<file path="config.mk">
export PLATFORM = sky130hd
export DESIGN_NAME = ddr_mode_seq
export DESIGN_NICKNAME = d
export VERILOG_FILES = /design/src/rtl/ddr_mode_pkg.sv /design/src/rtl/cas_lat_encoder.sv /design/src/rtl/mode_word_builder.sv /design/src/rtl/cycle_counter.sv /design/src/rtl/ddr_mode_seq.sv
export SDC_FILE = /design/constraint.sdc
export NUM_CORES = 1
export LEC_CHECK = 0
export ABC_AREA = 1
export ABC_CLOCK_PERIOD_IN_PS = 3900
export CAP_MARGIN = 20
export CELL_PAD_IN_SITES_DETAIL_PLACEMENT = 0
export CELL_PAD_IN_SITES_GLOBAL_PLACEMENT = 1
export CORE_ASPECT_RATIO = 1.75
export CORE_UTILIZATION = 41
export CTS_BUF_LIST = sky130_fd_sc_hd__clkbuf_4
export DETAILED_ROUTE_END_ITERATION = 7
export GPL_TIMING_DRIVEN = 0
export PLACE_DENSITY_LB_ADDON = 0.1
export SYNTH_ARGS = -nofsm -noshare
export SYNTH_HDL_FRONTEND = slang
export SYNTH_SLANG_ARGS = --single-unit
</file>
<file path="constraint.sdc">
create_clock -name clk -period 3.9 [get_ports clk]
set_clock_uncertainty 0.05 [all_clocks]
set_input_delay 0.39 -clock clk [delete_from_list [all_inputs] [get_ports clk]]
set_output_delay 0.39 -clock clk [all_outputs]
set_load 0.01 [all_outputs]
</file>
<file path="src/rtl/ddr_mode_pkg.sv">
`timescale 1ns/1ps
package ddr_mode_pkg;

    localparam int BA_W = 2;

    typedef enum logic [3:0] {
        ST_IDLE,
        ST_EMR,
        ST_GAP_A,
        ST_DLLRST,
        ST_GAP_B,
        ST_NORM,
        ST_LOCK,
        ST_DONE,
        ST_ERROR
    } seq_state_t;

    typedef struct packed {
        logic cs_n;
        logic ras_n;
        logic cas_n;
        logic we_n;
    } ddr_cmd_t;

    localparam ddr_cmd_t CMD_NOP = '{cs_n: 1'b0, ras_n: 1'b1, cas_n: 1'b1, we_n: 1'b1};
    localparam ddr_cmd_t CMD_LMR = '{cs_n: 1'b0, ras_n: 1'b0, cas_n: 1'b0, we_n: 1'b0};

    localparam logic [BA_W-1:0] BANK_BASE = 2'b00;
    localparam logic [BA_W-1:0] BANK_EXT  = 2'b01;

endpackage

</file>
<file path="src/rtl/cas_lat_encoder.sv">
`timescale 1ns/1ps
module cas_lat_encoder (
    input  logic [2:0] sel_i,
    output logic [2:0] code_o,
    output logic       valid_o
);
    always_comb begin
        code_o  = 3'b000;
        valid_o = 1'b0;
        case (sel_i)
            3'd0: begin code_o = 3'b010; valid_o = 1'b1; end
            3'd1: begin code_o = 3'b110; valid_o = 1'b1; end
            3'd2: begin code_o = 3'b011; valid_o = 1'b1; end
            default: begin code_o = 3'b000; valid_o = 1'b0; end
        endcase
    end
endmodule

</file>
<file path="src/rtl/mode_word_builder.sv">
`timescale 1ns/1ps
module mode_word_builder #(
    parameter int ADDR_W = 13
) (
    input  logic [2:0]        burst_len_i,
    input  logic              interleave_i,
    input  logic [2:0]        cl_code_i,
    input  logic              drive_reduced_i,
    input  logic              dll_enable_i,
    output logic [ADDR_W-1:0] ext_word_o,
    output logic [ADDR_W-1:0] dllrst_word_o,
    output logic [ADDR_W-1:0] normal_word_o
);
    localparam int DLLRST_BIT = 8;

    logic [ADDR_W-1:0] base_word;

    always_comb begin
        base_word      = '0;
        base_word[2:0] = burst_len_i;
        base_word[3]   = interleave_i;
        base_word[6:4] = cl_code_i;
    end

    always_comb begin
        ext_word_o    = '0;
        ext_word_o[0] = ~dll_enable_i;
        ext_word_o[1] = drive_reduced_i;
    end

    always_comb begin
        dllrst_word_o             = base_word;
        dllrst_word_o[DLLRST_BIT] = 1'b1;
        normal_word_o             = base_word;
    end
endmodule

</file>
<file path="src/rtl/cycle_counter.sv">
`timescale 1ns/1ps
module cycle_counter #(
    parameter int W   = 8,
    parameter int MAX = 255
) (
    input  logic         clk,
    input  logic         rst_n,
    input  logic         clear_i,
    input  logic         en_i,
    output logic [W-1:0] cnt_o
);
    localparam logic [W-1:0] MAX_V = W'(MAX);

    always_ff @(posedge clk) begin
        if (!rst_n) begin
            cnt_o <= '0;
        end else if (clear_i) begin
            cnt_o <= '0;
        end else if (en_i && (cnt_o != MAX_V)) begin
            cnt_o <= cnt_o + 1'b1;
        end
    end
endmodule

</file>
<file path="src/rtl/ddr_mode_seq.sv">
`timescale 1ns/1ps
module ddr_mode_seq
    import ddr_mode_pkg::*;
#(
    parameter int ADDR_W      = 13,
    parameter int GAP_W       = 4,
    parameter int LOCK_CYCLES = 200
) (
    input  logic              clk,
    input  logic              rst_n,
    input  logic              start_i,
    input  logic [2:0]        burst_len_i,
    input  logic              burst_interleave_i,
    input  logic [2:0]        cas_sel_i,
    input  logic              drive_reduced_i,
    input  logic              dll_enable_i,
    input  logic              banks_idle_i,
    input  logic [GAP_W-1:0]  gap_cycles_i,
    output logic              cs_n_o,
    output logic              ras_n_o,
    output logic              cas_n_o,
    output logic              we_n_o,
    output logic [BA_W-1:0]   ba_o,
    output logic [ADDR_W-1:0] addr_o,
    output logic              cke_o,
    output logic              ready_o,
    output logic              read_ok_o,
    output logic              cfg_error_o
);
    localparam int LOCK_W = $clog2(LOCK_CYCLES + 1);
    localparam int GAP_MAX = (1 << GAP_W) - 1;
    localparam logic [LOCK_W-1:0] LOCK_LAST = LOCK_W'(LOCK_CYCLES - 1);

    seq_state_t state_q, state_nx;
    ddr_cmd_t   cmd_q;

    logic [2:0]        cl_code_raw;
    logic              cl_valid_raw;
    logic [2:0]        cap_bl;
    logic              cap_bt;
    logic [2:0]        cap_cl;
    logic              cap_dw;
    logic              cap_dle;
    logic [GAP_W-1:0]  cap_gap;
    logic [ADDR_W-1:0] ext_word, dllrst_word, normal_word;
    logic [GAP_W-1:0]  gap_cnt;
    logic [LOCK_W-1:0] lock_cnt;
    logic              cke_q;

    logic start_ok, load_ext, load_dllrst, load_norm, any_load;
    logic in_gap, gap_done, lock_done;

    cas_lat_encoder u_cl_enc (
        .sel_i   (cas_sel_i),
        .code_o  (cl_code_raw),
        .valid_o (cl_valid_raw)
    );

    mode_word_builder #(.ADDR_W(ADDR_W)) u_words (
        .burst_len_i     (cap_bl),
        .interleave_i    (cap_bt),
        .cl_code_i       (cap_cl),
        .drive_reduced_i (cap_dw),
        .dll_enable_i    (cap_dle),
        .ext_word_o      (ext_word),
        .dllrst_word_o   (dllrst_word),
        .normal_word_o   (normal_word)
    );

    cycle_counter #(.W(GAP_W), .MAX(GAP_MAX)) u_gap_cnt (
        .clk     (clk),
        .rst_n   (rst_n),
        .clear_i (any_load),
        .en_i    (in_gap),
        .cnt_o   (gap_cnt)
    );

    cycle_counter #(.W(LOCK_W), .MAX(LOCK_CYCLES)) u_lock_cnt (
        .clk     (clk),
        .rst_n   (rst_n),
        .clear_i (load_ext),
        .en_i    (cke_q),
        .cnt_o   (lock_cnt)
    );

    // Event decode
    always_comb begin
        start_ok    = start_i && ((state_q == ST_IDLE) || (state_q == ST_DONE) ||
                                  (state_q == ST_ERROR));
        load_ext    = (state_q == ST_EMR)    && banks_idle_i;
        load_dllrst = (state_q == ST_DLLRST) && banks_idle_i;
        load_norm   = (state_q == ST_NORM)   && banks_idle_i;
        any_load    = load_ext || load_dllrst || load_norm;
        in_gap      = (state_q == ST_GAP_A) || (state_q == ST_GAP_B);
        gap_done    = gap_cnt >= (cap_gap - 1'b1);
        lock_done   = lock_cnt >= LOCK_LAST;
    end

    // State register
    always_ff @(posedge clk) begin
        if (!rst_n) state_q <= ST_IDLE;
        else        state_q <= state_nx;
    end

    // Next state
    always_comb begin
        state_nx = state_q;
        unique case (state_q)
            ST_IDLE, ST_DONE, ST_ERROR:
                if (start_i) state_nx = cl_valid_raw ? ST_EMR : ST_ERROR;
            ST_EMR:    if (banks_idle_i) state_nx = ST_GAP_A;
            ST_GAP_A:  if (gap_done)     state_nx = ST_DLLRST;
            ST_DLLRST: if (banks_idle_i) state_nx = ST_GAP_B;
            ST_GAP_B:  if (gap_done)     state_nx = ST_NORM;
            ST_NORM:   if (banks_idle_i) state_nx = ST_LOCK;
            ST_LOCK:   if (lock_done)    state_nx = ST_DONE;
            default:                     state_nx = ST_IDLE;
        endcase
    end

    // Configuration capture at an accepted start
    always_ff @(posedge clk) begin
        if (!rst_n) begin
            cap_bl  <= '0;
            cap_bt  <= 1'b0;
            cap_cl  <= 3'b010;
            cap_dw  <= 1'b0;
            cap_dle <= 1'b1;
            cap_gap <= GAP_W'(1);
        end else if (start_ok && cl_valid_raw) begin
            cap_bl  <= burst_len_i;
            cap_bt  <= burst_interleave_i;
            cap_cl  <= cl_code_raw;
            cap_dw  <= drive_reduced_i;
            cap_dle <= dll_enable_i;
            cap_gap <= (gap_cycles_i == '0) ? GAP_W'(1) : gap_cycles_i;
        end
    end

    // Registered outputs
    always_ff @(posedge clk) begin
        if (!rst_n) begin
            cmd_q       <= CMD_NOP;
            ba_o        <= '0;
            addr_o      <= '0;
            cke_q       <= 1'b0;
            ready_o     <= 1'b0;
            read_ok_o   <= 1'b0;
            cfg_error_o <= 1'b0;
        end else begin
            cke_q  <= 1'b1;
            cmd_q  <= CMD_NOP;
            ba_o   <= '0;
            addr_o <= '0;
            if (load_ext) begin
                cmd_q  <= CMD_LMR;
                ba_o   <= BANK_EXT;
                addr_o <= ext_word;
            end else if (load_dllrst) begin
                cmd_q  <= CMD_LMR;
                ba_o   <= BANK_BASE;
                addr_o <= dllrst_word;
            end else if (load_norm) begin
                cmd_q  <= CMD_LMR;
                ba_o   <= BANK_BASE;
                addr_o <= normal_word;
            end
            if (start_ok) begin
                ready_o     <= 1'b0;
                read_ok_o   <= 1'b0;
                cfg_error_o <= ~cl_valid_raw;
            end
            if (load_norm) ready_o <= 1'b1;
            if ((state_q == ST_LOCK) && lock_done) read_ok_o <= 1'b1;
        end
    end

    assign cs_n_o  = cmd_q.cs_n;
    assign ras_n_o = cmd_q.ras_n;
    assign cas_n_o = cmd_q.cas_n;
    assign we_n_o  = cmd_q.we_n;
    assign cke_o   = cke_q;

    // Assertions
    logic lmr_out;
    assign lmr_out = (cmd_q == CMD_LMR);

    assert_load_spacing_R7: assert property (@(posedge clk) disable iff (!rst_n)
        lmr_out |=> (cmd_q == CMD_NOP));

    assert_load_when_idle_R6: assert property (@(posedge clk) disable iff (!rst_n)
        lmr_out |-> $past(banks_idle_i));

    assert_legal_cl_code_R4: assert property (@(posedge clk) disable iff (!rst_n)
        (lmr_out && (ba_o == BANK_BASE)) |->
            ((addr_o[6:4] == 3'b010) || (addr_o[6:4] == 3'b110) || (addr_o[6:4] == 3'b011)));

    assert_error_quiet_R5: assert property (@(posedge clk) disable iff (!rst_n)
        cfg_error_o |-> (cmd_q == CMD_NOP));

    assert_read_after_ready_R9: assert property (@(posedge clk) disable iff (!rst_n)
        read_ok_o |-> ready_o);

    assert_read_after_lock_R8: assert property (@(posedge clk) disable iff (!rst_n)
        $rose(read_ok_o) |-> (lock_cnt >= LOCK_LAST));

endmodule

</file>
**Word-level counts from Yosys, hierarchy flattened**

Cells that the tools add are included.

- Register bits after elaboration: 52
- Input port bits: 17
- Output and inout port bits: 23

- Add/subtract/negate cells: 3
- $lt $le $gt $ge: 2
- Equal/unequal tests: 19
- Multiplexer cells: 23
- Bitwise operators: 3
- Reductions and logical operators: 24

Operators by type and width:

| kind | number |
|---|---|
| 4-bit 2-to-1 mux | 9 |
| 4-bit one-hot mux with 7 select lines | 1 |
| 4-bit by 3-bit == test with 1-bit output (second input constant) | 4 |
| 2-bit inequality test (second input constant) | 7 |
| 3-bit 2-to-1 mux | 3 |
| 9-bit 2-to-1 mux | 1 |
| 3-bit one-hot mux with 3 select lines | 1 |
| 3-bit OR reduction | 3 |
| 8-bit by 1-bit adder with 8-bit output (second input constant) | 1 |
| 4-bit by 2-bit == test with 1-bit output (second input constant) | 2 |
| 8-bit >= comparator (second input constant) | 1 |
| 1-bit logical AND | 8 |
| 4-bit zero test | 2 |
| 8-bit inequality test (second input constant) | 1 |
| 7-bit 2-to-1 mux | 1 |
| 7-bit AND reduction | 1 |
| 1-bit 2-to-1 mux | 6 |
| 1-bit logical OR | 5 |
| 4-bit by 1-bit adder with 4-bit output (second input constant) | 1 |
| 4-bit by 1-bit == test with 1-bit output (second input constant) | 1 |
| 4-bit == test (second input constant) | 1 |
| 4-bit >= comparator | 1 |
| 4-bit inequality test (second input constant) | 1 |
| 2-bit nonzero test | 2 |
| other kinds (7) | 10 |

**Longest topological paths before layout**

Gate-level depths: netlist (run 1).

- Depth in word-level cells: 6
- Mapped depth: 12

**Hierarchy**

A second synthesis (run 1) with hierarchy kept.

- Cells, all modules: 427
- Area, all modules: 2860.2 um^2

By module, submodules not included:

| module | times used | cells each | area each (um^2) | sequential area each (um^2) |
|---|---|---|---|---|
| ddr_mode_seq | 1 | 269 | 1830.5 | 720.7 |
| cycle_counter (u_lock_cnt) | 1 | 80 | 488.0 | 160.2 |
| mode_word_builder | 1 | 41 | 296.5 | 0.0 |
| cycle_counter (u_gap_cnt) | 1 | 29 | 210.2 | 80.1 |
| cas_lat_encoder | 1 | 8 | 35.0 | 0.0 |

**Worst setup path before layout (run 1)**

Ideal clock, no wire load.

- Path type: register -> register
- Start: register cap_gap[0]
- End: register state_q[3]
- Setup time: 0.113 ns
- Data arrival time: 1.406 ns
- Data required time: 3.737 ns
- Path slack: 2.331 ns
- Cell stages (with the launch flop): 13
- Path buffers: 0
- Cells stage by stage: dfxtp_1 -> inv_1 -> ha_1 -> xnor2_1 -> ha_1 -> nand2_1 -> inv_1 -> nand2_1 -> inv_1 -> nor2_1 -> nor2_2 -> nor2_1 -> nor2_1

- Cells in the longest elaborated chain, start to end: 4
- Elaborated cells between the ends (all ways): 5
- Those cells by class: 1 x add/sub; 1 x order compare; 2 x eq/ne; 1 x reduce/logical

RTL lines:

| element | line | source |
|---|---|---|
| start, declared | ddr_mode_seq.sv:44 | `logic [GAP_W-1:0] cap_gap;` |
| start signal, assigned | ddr_mode_seq.sv:136 | `cap_gap <= (gap_cycles_i == '0) ? GAP_W'(1) : gap_cycles_i;` |
| 4-bit by 1-bit subtractor with 4-bit output (*) | ddr_mode_seq.sv:95 | `gap_done = gap_cnt >= (cap_gap - 1'b1);` |
| 4-bit >= comparator (*) | ddr_mode_seq.sv:95 |  |
| 2-bit inequality test (no line) | - |  |
| 7-bit AND reduction (no line) (*) | - |  |
| end signal, assigned | ddr_mode_seq.sv:102 | `else state_q <= state_nx;` |
| end, declared | ddr_mode_seq.sv:34 | `seq_state_t state_q, state_nx;` |

Mark *: on every way between the ends. The rest lies on a longest branch, timed or not.
A chain may end at the register's enable or synchronous reset.

**Final worst setup path (run 1)**

- Start: register cap_gap[0]
- End: register state_q[1]

Same word-level chain as after synthesis.

==> results of run 1 <==
## logic make-up after synthesis
group,Yosys count
other,1
adders and majority gates,8
and+or+nand+nor,127
buffers and inverters,63
DFF,43
xor gates and xnor gates,4
AOI/OAI and AO/OA,38
## worst paths after layout
check / to / cells after the start / slack [ns] / start
worst min register to register: cap_cl[1] / 2 / 0.39 / cap_cl[1]
worst max-delay path: state_q[1] / 10 / 2.11 / cap_gap[0]
worst max register to register: state_q[1] / 10 / 2.11 / cap_gap[0]
worst min-delay path: cap_cl[1] / 2 / 0.39 / cap_cl[1]
## state kept, by name, summed over array words and instances, names as in the netlist, 3 cells and up
name / flops
u_gap_cnt.cnt_o: 4
u_lock_cnt.cnt_o: 8
state_q: 4
addr_o: 8
cap_bl: 3
cap_gap: 4
cap_cl: 3
## layout by cell type, fill, tap and decap left out, drive strengths merged
cell,instances
dfxtp,43
a31oi,1
o21bai,1
xor2,3
o21ai,13
nor3,3
nand3,30
a211oi,1
clkinv,3
bufinv,1
nor2,31
inv,50
nor3b,2
o22ai,5
buf,11
clkdlybuf4s50,32
nand2,58
conb,7
a21oi,15
nand4,3
clkbuf,6
o211ai,1
xnor2,1
ha,8
o22a,1
## power groups by stage
stage	Clock (W)	Combinational, W	Sequential, W
floorplan	0	0.000402	0.000539
global placement	0	0.000533	0.000545
detailed placement	0	0.000538	0.000545
CTS	0.000289	0.000539	0.000536
global route	0.000307	0.000612	0.000544
finish	0.000277	0.000531	0.000536
## tightest hold or removal path: cells and delay by family (launching register included)
family	cells	cell delay (ns)
DFF	1	0.33
and+or+nand+nor	1	0.05
buffers and inverters	1	0.04
## metal layers
layer / vias up / part of all wire (%) / track usage (%)
met1: 813 / 40 / 18.96
met5: - / 0 / 0
met4: 0 / 2.4 / 7.317
met2: 43 / 54 / 35.02
met3: 8 / 3.7 / 3.995
li1: 974 / - / -
## through the flow
| step | cell area [sq um] | power [W] | setup slack (ns) | std cells | util (%) |
|---|---|---|---|---|---|
| floorplan | 2115 | 0.0009410 | 2.331 | 290 | - |
| global route | 2579 | 0.001463 | 1.883 | 384 | 52.26 |
| finish | 2579 | 0.001344 | 2.107 | 384 | 52.26 |
| global placement | 2502 | 0.001078 | 1.793 | 376 | 50.71 |
| detailed placement | 2502 | 0.001083 | 1.837 | 376 | 50.71 |
| CTS | 2579 | 0.001364 | 2.076 | 384 | 52.26 |
## cell type report
class | instances | area (sq um)
Tap cell | 54 | 67.56
Multi-Input combinational cell | 184 | 973.4
Timing Repair Buffer | 32 | 320.3
Clock inverter | 3 | 38.79
Buffer | 12 | 87.58
Fill cell | 519 | 2356
Inverter | 51 | 192.7
Sequential cell | 43 | 860.8
Clock buffer | 5 | 37.54
==> results.md, run 1 <==
- P&R area growth vs syn: 23.27%
- Routed len/inst: 11.54 microns
- GRT Total Usage: 18.22%
- Net Sw Frac: 39.00%
- Antenna Nets Post-Route: 0
- Dpl hpwl: 3.545 mm
- Post-synthesis cell area: 2092 sq um
- CP Class: reg -> reg
- Syn avg cell area: 7.366 sq um
- Comb power frac: 39.5%
- EDFF count, synth: 0
- Most common cell in the netlist: nand2_1
- CP Max Fanout: 4
- Slowest stage delay, CP: 0.35 ns
- Crit path max-delay family: simple AND/OR/NAND/NOR gates
- Seq pwr share: 39.9%
- Core Area: 4935 sq um
- WP data required: 4.15 ns
- Layout cells sized above 1: 11.21%
- Synth cell count leaders: nand2_1, inv_1, dfxtp_1
- Initial drt markers: 45
- CTS root buffer: clkbuf_4
- Worst EP arrival: 2.04 ns
- Peak VDD IR: 0.3506 mV
- Vias in the first global route: 1733
- DR vias/cell: 4.786
- Synth Area in Compound Gates: 9.988%
- CTS Buffer Depth: 2
- Worst-Skew Late Latency: 0.35 ns
- Tightest Hold Check Type: reg -> reg
- Count of unique library cells instantiated by Yosys: 34
- Sink Count: 43
- Fin. Hold Viols: 0
- Setup Viol. Count Final: 0
- Resized Gates After CTS: 0
- Unrepaired setup endpoints after global routing: no
- Ant diodes: 0
- CP endpoint kind: flip-flop
- CTS tree: done
- Synthesized-area fraction occupied by adder cells: 4.785%
- XOR/XNOR Fraction of Synth Area: 1.675%
- Sum Neg Setup Slack: 0 ns
- Setup bufs post-CTS: 0
- RD Place Congestion: 0.8750
- Slowest CP cell: dfxtp_1
- Worst Path Buf+Inv: 1
- Status: finished clean
- Yosys warning count: 0
- Pwr per Cell Area: 521.1 nW/um^2
- DR vias: 1838
- NetSw: 0.0005242 W
- Critical path, cell by cell: inv_1 > ha_1 > ha_1 > o21ai_0 > nand2_1 > nand2_1 > nand3_1 > nand3_1 > nand2_1 > nor2_1
- Sequential share of the synthesized area: 41.15%
- Site Rows: 34
- Leakage: 1.136 nW
- Crit path launch type: flip-flop
- Drt first pass iters: 4
- Post-synth top area cell: dfxtp_1
- CTS Buf Count: 5
- Die width: 56.00 microns
- Power share of the clock group: 20.6%
- Port bufs: 32
- Post-Syn Instances: 284
- FMAX: 0.5577 GHz
- Final Max Slew Viols: 0
- Largest family of logic cells by synthesized area: simple AND/OR/NAND/NOR gates
- Share of flip-flops with an asynchronous set or reset: 0%
- Cell-internal power: 0.0008197 W
- Routed wire length: 4.431 mm
- Post-Synth Simple-Gate Area: 28.83%
- Multiplexer share of the synthesized area: 0%
- Most used cell, CP: nand2_1
- First-pass GRT wire length: 7.645 mm
- Synth top area share: 41.15%
- H-tree depth: 2
- Total of max-cap violations: 0
- Die area: 5403 sq um
- Starting density of the core: 42.39%
- Cts hold-fix bufs: 0
- Antenna violations before repair: 0
- Grt total ovfl: 0
- Ys flop type: dfxtp_1
- Yosys reg bits: 43
- Nets: 354
- Tcrit/Tclk final: 45.98%
- Pin count of the biggest net entering global routing: 14
- Clock slew at reported path FFs: 0.13 ns
- Die height: 96.50 microns
- Fin Hold WS: 0.3901 ns
- Period minus WS final: 1.793 ns
- Top-Level Pins: 40
- Largest cells by area after synthesis: dfxtp_1, nand2_1, inv_1
- # DRC: 0
Note: power is estimated with default switching activity, not from simulation.
==> run 2: changes to the inputs <==
--- a/config.mk
+++ b/config.mk
@@ -6,12 +6,12 @@
 export NUM_CORES = 1
 export LEC_CHECK = 0
 export ABC_AREA = 1
-export ABC_CLOCK_PERIOD_IN_PS = 3900
+export ABC_CLOCK_PERIOD_IN_PS = 1750
 export CAP_MARGIN = 20
 export CELL_PAD_IN_SITES_DETAIL_PLACEMENT = 0
 export CELL_PAD_IN_SITES_GLOBAL_PLACEMENT = 1
 export CORE_ASPECT_RATIO = 1.75
-export CORE_UTILIZATION = 41
+export CORE_UTILIZATION = 38
 export CTS_BUF_LIST = sky130_fd_sc_hd__clkbuf_4
 export DETAILED_ROUTE_END_ITERATION = 7
 export GPL_TIMING_DRIVEN = 0
==> constraint.sdc (replaced) <==
create_clock -name clk -period 1.75 [get_ports clk]
set_clock_uncertainty 0.05 [all_clocks]
set_input_delay 0.175 -clock clk [delete_from_list [all_inputs] [get_ports clk]]
set_output_delay 0.175 -clock clk [all_outputs]
set_load 0.01 [all_outputs]
==> results.md, run 2 (synthesis gave the netlist of run 1 again) <==
- Routed len/inst: 11.11 microns (was 11.54 microns)
- Layout cells sized above 1: 16.62% (was 11.21%)
- Initial drt markers: 36 (was 45)
- Vias in the first global route: 1807 (was 1733)
- Unrepaired setup endpoints after global routing: yes (was no)
- Hold EP: cap_gap[0] (was cap_cl[1])
- Crit path launch type: flip-flop (unchanged)
- Worst EP arrival: 1.92 ns (was 2.04 ns)
- Final core utilization: 50.48% (was 52.26%)
- Tightest Hold Check Type: in -> reg (was reg -> reg)
- Status: finished clean (unchanged)
- CTS Buf Count: 5 (unchanged)
- # DRC: 0 (unchanged)
- Biggest regs: addr_o (8), u_lock_cnt.cnt_o (8) (unchanged)
- RR Startpoint: cap_gap[0] (unchanged)
- Hold path start: gap_cycles_i[0] (was cap_cl[1])
- Leakage: 1.142 nW (was 1.136 nW)
- FMAX: 0.5904 GHz (was 0.5577 GHz)
- Sum Neg Setup Slack: 0 ns (unchanged)
- CTS Buffer Depth: 2 (unchanged)
- Die width: 58.09 microns (was 56.00 microns)
- Site Rows: 35 (was 34)
- Clock slew at reported path FFs: 0.13 ns (about the same)
- Grt total ovfl: 0 (unchanged)
- Die height: 100.2 microns (was 96.50 microns)
- DR vias/cell: 4.602 (was 4.786)
- Dpl hpwl: 3.545 mm (about the same)
- CP endpoint kind: flip-flop (unchanged)
- WP data required: 1.97 ns (was 4.15 ns)
- Reg-to-reg slack, setup: 0.06 ns (was 2.11 ns)
- Fin. Hold Viols: 0 (unchanged)
- Die area: 5818 sq um (was 5403 sq um)
- Worst-Skew Late Latency: 0.36 ns (was 0.35 ns)
- Reg-to-Reg End: state_q[0] (was state_q[1])
- Tcrit/Tclk final: 96.79% (was 45.98%)
- Antenna Nets Post-Route: 0 (unchanged)
- Commonest non-fill, non-tap cell in the layout: nand2_1 (unchanged)
- Antenna violations before repair: 0 (unchanged)
- Final Max Slew Viols: 0 (unchanged)
- Hold Crit Depth: 3 (was 2)
- CTS root buffer: clkbuf_4 (unchanged)
- First-pass GRT wire length: 7.852 mm (was 7.645 mm)
- CP Max Fanout: 4 (unchanged)
- Drt first pass iters: 4 (unchanged)
- RD Place Congestion: 0.8346 (was 0.8750)
- Starting density of the core: 39.48% (was 42.39%)
- Pin count of the biggest net entering global routing: 14 (unchanged)
- Period minus WS final: 1.694 ns (was 1.793 ns)
- GRT Total Usage: 17.65% (was 18.22%)
- CP Class: reg -> reg (unchanged)
- Setup Viol. Count Final: 0 (unchanged)
- Pwr per Cell Area: 1159 nW/um^2 (was 521.1 nW/um^2)
- Core Area: 5299 sq um (was 4935 sq um)
- DR vias: 1864 (was 1838)
- Peak VDD IR: 0.4639 mV (was 0.3506 mV)
- P&R area growth vs syn: 27.87% (was 23.27%)
- Sink Count: 43 (unchanged)
- Fin Hold WS: 0.3222 ns (was 0.3901 ns)
- H-tree depth: 2 (unchanged)
- Routed wire length: 4.501 mm (was 4.431 mm)
- CTS tree: done (unchanged)
- Top-Level Pins: 40 (unchanged)
- Total of max-cap violations: 0 (unchanged)
- Nets: 356 (was 354)
- Ant diodes: 0 (unchanged)
- R2R depth: 10 (unchanged)
- Most frequent cells in the layout: nand2_1, inv_1, dfxtp_1 (unchanged)
- Port bufs: 32 (unchanged)
## run 2: area by class of cell
type	instances	area, sq um
Buffer	12	87.58
Inverter	51	197.7
Multi-Input combinational cell	184	1022
Timing Repair Buffer	34	335.3
Fill cell	548	2624
Clock inverter	2	37.54
Tap cell	74	92.59
Clock buffer	5	37.54
Sequential cell	43	864.6
## run 2: routing by layer
layer / global-route usage, % / wire (microns) / share of wire, % / vias to the layer above
met3: 3.479 / 147 / 3.3 / 13
met4: 9.341 / 139 / 3.1 / 0
li1: - / - / - / 983
met5: 0 / 0 / 0 / -
met1: 17.52 / 1800 / 40 / 828
met2: 33.16 / 2413 / 54 / 40
## run 2: critical path, cell delays in order (launching register included)
cell and delay [ns]:
dfxtp_2 0.36, inv_4 0.07, nand3_2 0.07, xor2_1 0.14
ha_1 0.32, a21oi_2 0.20, nand2_2 0.08, nor2_4 0.13
nor2_4 0.06, nor2_1 0.10, nor2_1 0.04
## run 2: power breakdown
part / internal (W) / switching, W
logic: 0.000493 / 0.000784
clock network: 0.000293 / 0.000333
registers: 0.00109 / 0.000104
total: 0.00188 / 0.00122
## run 2: worst max path at each step
stage | slack (ns) | end | startpoint | depth (start not counted)
2_1_floorplan | 0.18 | state_q[3] | cap_gap[0] | 12
3_5_place_dp | -0.08 | state_q[1] | cap_gap[0] | 10
5_1_grt | -0.07 | state_q[0] | cap_gap[0] | 10
3_3_place_gp | -0.1 | addr_o[1] | banks_idle_i | 6
4_1_cts | 0.02 | u_lock_cnt.cnt_o[4] | u_lock_cnt.cnt_o[0] | 8
6_report | 0.06 | state_q[0] | cap_gap[0] | 10
## run 2: what timing repair did
| action | in CTS | in global routing |
|---|---|---|
| hold buffers | 0 | 0 |
| pin swaps | 2 | 10 |
| gates resized for setup | 8 | 12 |
| setup endpoints to repair | 4 | 10 |
| setup buffers | 0 | 2 |
## run 2: through the flow
stage / cell area (sq um) / instances / worst slack [ns] / power, W
CTS: 2633 / 403 / 0.01950 / 0.003083
floorplan: 2115 / 290 / 0.1807 / 0.002097
global placement: 2527 / 396 / -0.09650 / 0.002401
finish: 2675 / 405 / 0.05609 / 0.003101
detailed placement: 2527 / 396 / -0.07536 / 0.002407
global route: 2675 / 405 / -0.07122 / 0.003363
==> run 3: changes to the inputs <==
--- a/config.mk
+++ b/config.mk
@@ -11,11 +11,12 @@
 export CELL_PAD_IN_SITES_DETAIL_PLACEMENT = 0
 export CELL_PAD_IN_SITES_GLOBAL_PLACEMENT = 1
 export CORE_ASPECT_RATIO = 1.75
-export CORE_UTILIZATION = 38
+export CORE_UTILIZATION = 40
 export CTS_BUF_LIST = sky130_fd_sc_hd__clkbuf_4
 export DETAILED_ROUTE_END_ITERATION = 7
 export GPL_TIMING_DRIVEN = 0
 export PLACE_DENSITY_LB_ADDON = 0.1
 export SYNTH_ARGS = -nofsm -noshare
 export SYNTH_HDL_FRONTEND = slang
+export SYNTH_HIERARCHICAL = 1
 export SYNTH_SLANG_ARGS = --single-unit
==> results.md, run 3 <==
- WP data required: 2.00 ns (was 1.97 ns)
- Pin count of the biggest net entering global routing: 13 (was 14)
- Tightest Hold Check Type: in -> reg (unchanged)
- Top-Level Pins: 40 (unchanged)
- Total of max-cap violations: 0 (unchanged)
- DR vias: 2590 (was 1864)
- Worst Path Buf+Inv: 1 (unchanged)
- Period minus WS final: 1.708 ns (was 1.694 ns)
- Reg-to-reg slack, setup: 0.04 ns (was 0.06 ns)
- First-pass GRT wire length: 10.76 mm (was 7.852 mm)
- Worst EP arrival: 1.96 ns (was 1.92 ns)
- Largest Register: addr_o
- Leakage: 1.745 nW (was 1.142 nW)
- Die area: 7506 sq um (was 5818 sq um)
- Worst-Skew Late Latency: 0.37 ns (was 0.36 ns)
- Critical path, cell by cell: inv_2 > ha_2 > ha_4 > nand2_1 > nand2_1 > nand2_1 > nand3_2 > nand3_4 > nand2_1 > nand2_1 > nor2_1 (was inv_4 > nand3_2 > xor2_1 > ha_1 > a21oi_2 > nand2_2 > nor2_4 > nor2_4 > nor2_1 > nor2_1)
- Syn avg cell area: 6.698 sq um (was 7.366 sq um)
- Register area: 967.2 sq um (was 864.6 sq um)
- Final Max Slew Viols: 0 (unchanged)
- Sequential share of the synthesized area: 33.60% (was 41.15%)
- Site Rows: 40 (was 35)
- Unrepaired setup endpoints after global routing: yes (unchanged)
- Largest cells by area after synthesis: dfxtp_1, nand2_1, buf_4 (was dfxtp_1, nand2_1, inv_1)
- Port bufs: 36 (was 32)
- Synth top area share: 33.60% (was 41.15%)
- Ant diodes: 0 (unchanged)
- Slowest CP cell: dfxtp_2 (unchanged)
- FMAX: 0.5854 GHz (was 0.5904 GHz)
- Status: finished clean (unchanged)
- # DRC: 0 (unchanged)
- Peak VDD IR: 0.4149 mV (was 0.4639 mV)
- Post-Syn Instances: 427 (was 284)
- Most used cell, CP: nand2_1
- Tcrit/Tclk final: 97.61% (was 96.79%)
- Antenna Nets Post-Route: 0 (unchanged)
- Die width: 65.92 microns (was 58.09 microns)
- GRT Total Usage: 18.81% (was 17.65%)
- H-tree depth: 2 (unchanged)
- Sink Count: 48 (was 43)
- Routed len/inst: 11.05 microns (was 11.11 microns)
- Dpl hpwl: 4.950 mm (was 3.545 mm)
- Max reg flops: 13
- Post-synthesis cell area: 2860 sq um (was 2092 sq um)
- Biggest regs: addr_o (13), u_lock_cnt/cnt_o (8) (was addr_o (8), u_lock_cnt.cnt_o (8))
- Ys flop type: dfxtp_1 (unchanged)
- Count of unique library cells instantiated by Yosys: 29 (was 34)
- CTS root buffer: clkbuf_4 (unchanged)
- Drt first pass iters: 5 (was 4)
- Yosys reg bits: 48 (was 43)
- Slowest stage delay, CP: 0.34 ns (was 0.36 ns)
- Vias in the first global route: 2443 (was 1807)
- Most frequent cells in the layout: nand2_1, nor2_1, buf_4 (was nand2_1, inv_1, dfxtp_1)
- Yosys warning count: 6 (was 0)
- Sum Neg Setup Slack: 0 ns (unchanged)
- RD Place Congestion: 0.7894 (was 0.8346)
- Pwr per Cell Area: 903.2 nW/um^2 (was 1159 nW/um^2)
- Initial drt markers: 92 (was 36)
- Setup Viol. Count Final: 0 (unchanged)
- Die height: 113.9 microns (was 100.2 microns)
- Layout fillers: 721 (was 548)
- Layout cells sized above 1: 19.07% (was 16.62%)
- CTS Buffer Depth: 2 (unchanged)
- Routed wire length: 6.376 mm (was 4.501 mm)
- CP Class: reg -> reg (unchanged)
- Crit path launch type: flip-flop (unchanged)
- Core Area: 6907 sq um (was 5299 sq um)
- P&R area growth vs syn: 23.62% (was 27.87%)
- Share of flip-flops with an asynchronous set or reset: 0% (unchanged)
- Final worst slack: 0.04178 ns (was 0.05609 ns)
- CP Max Fanout: 8 (was 4)
- DR vias/cell: 4.489 (was 4.602)
- Antenna violations before repair: 0 (unchanged)
- Fin. Hold Viols: 0 (unchanged)
- Clock slew at reported path FFs: 0.14 ns (was 0.13 ns)
- Grt total ovfl: 0 (unchanged)
- CP endpoint kind: flip-flop (unchanged)
- Most common cell in the netlist: nand2_1 (unchanged)
- Commonest non-fill, non-tap cell in the layout: nand2_1 (unchanged)
- Nets: 520 (was 356)
- Crit path max-delay family: simple AND/OR/NAND/NOR gates (unchanged)
- CTS tree: done (unchanged)
- Pre-CTS worst setup slack: -0.08325 ns (was -0.07536 ns)
- EDFF count, synth: 0 (unchanged)
- Post-synth top area cell: dfxtp_1 (unchanged)
- CTS Buf Count: 5 (unchanged)
- Starting density of the core: 41.41% (was 39.48%)
- Area of the multi-input gates: 1453 sq um (was 1022 sq um)
- Synth cell count leaders: nand2_1, nor2_1, inv_1 (was nand2_1, inv_1, dfxtp_1)
[run 3: final cells by class]
type / instances / share of cell area (%)
multi-input cells: 293 / 41.08
flip-flops and latches: 48 / 27.35
plain buffers: 54 / 10.97
repair buffers: 39 / 10.83
inverters: 54 / 5.732
well taps: 84 / 2.972
clock buffers: 5 / 1.062
[run 3: tightest hold or removal path, stage by stage]
cell and delay (ns):
clkbuf_1 0.17, nand2_1 0.19, nor2_1 0.06
[run 3: where the power goes]
group | switching [W] | internal (W) | total [W]
sequential | 0.000139 | 0.00124 | 0.00138
combinational | 0.000765 | 0.000576 | 0.00134
clock | 0.000334 | 0.000135 | 0.000469
total | 0.00124 | 0.00196 | 0.00319
[run 3: final timing paths]
path / to / start / depth (start not counted)
worst min register to register: cap_dle / cap_dle / 2
worst max register to register: state_q[1] / cap_gap[0] / 11
worst max-delay path: state_q[1] / cap_gap[0] / 11
worst min-delay path: ba_o[0] / banks_idle_i / 3
[run 3: per-stage QoR]
stage / instances / util [%] / instance area (sq um) / hold slack (ns) / power [W]
6_report: 577 / 51.20 / 3536 / 0.2222 / 0.003194
5_1_grt: 577 / 51.20 / 3536 / 0.2319 / 0.003475
4_1_cts: 574 / 50.18 / 3466 / 0.2038 / 0.003151
3_5_place_dp: 569 / 49.35 / 3408 / 0.4015 / 0.002632
3_3_place_gp: 569 / 49.35 / 3408 / 0.3930 / 0.002616
2_1_floorplan: 449 / - / 2943 / 0.1527 / 0.002278
[run 3: repair_timing]
action,in CTS,in global routing
hold buffers,0,0
buffers inserted,0,3
gates resized for setup,5,17
pin swaps,1,4
setup endpoints to repair,11,15
[run 3: kinds of logic after synthesis]
logic type      Yosys count  share of synthesized area (%)
other cells               3                         0.3937
xor+xnor                  5                          1.531
compound gates           29                          5.381
flops                    48                          33.60
simple gates            226                          34.95
buf+inv                 108                          20.65
fa+ha+maj                 8                          3.500
[run 3: routing by layer]
layer  share of wire, %  up-vias  wire (microns)  GRT usage (%)
met1                 40     1136            2534          18.75
met4                2.0        0             129          7.536
met2                 56       43            3575          36.87
li1                   -     1401               -              -
met3                2.1       10             136          2.700
met5                  0        -               0              0
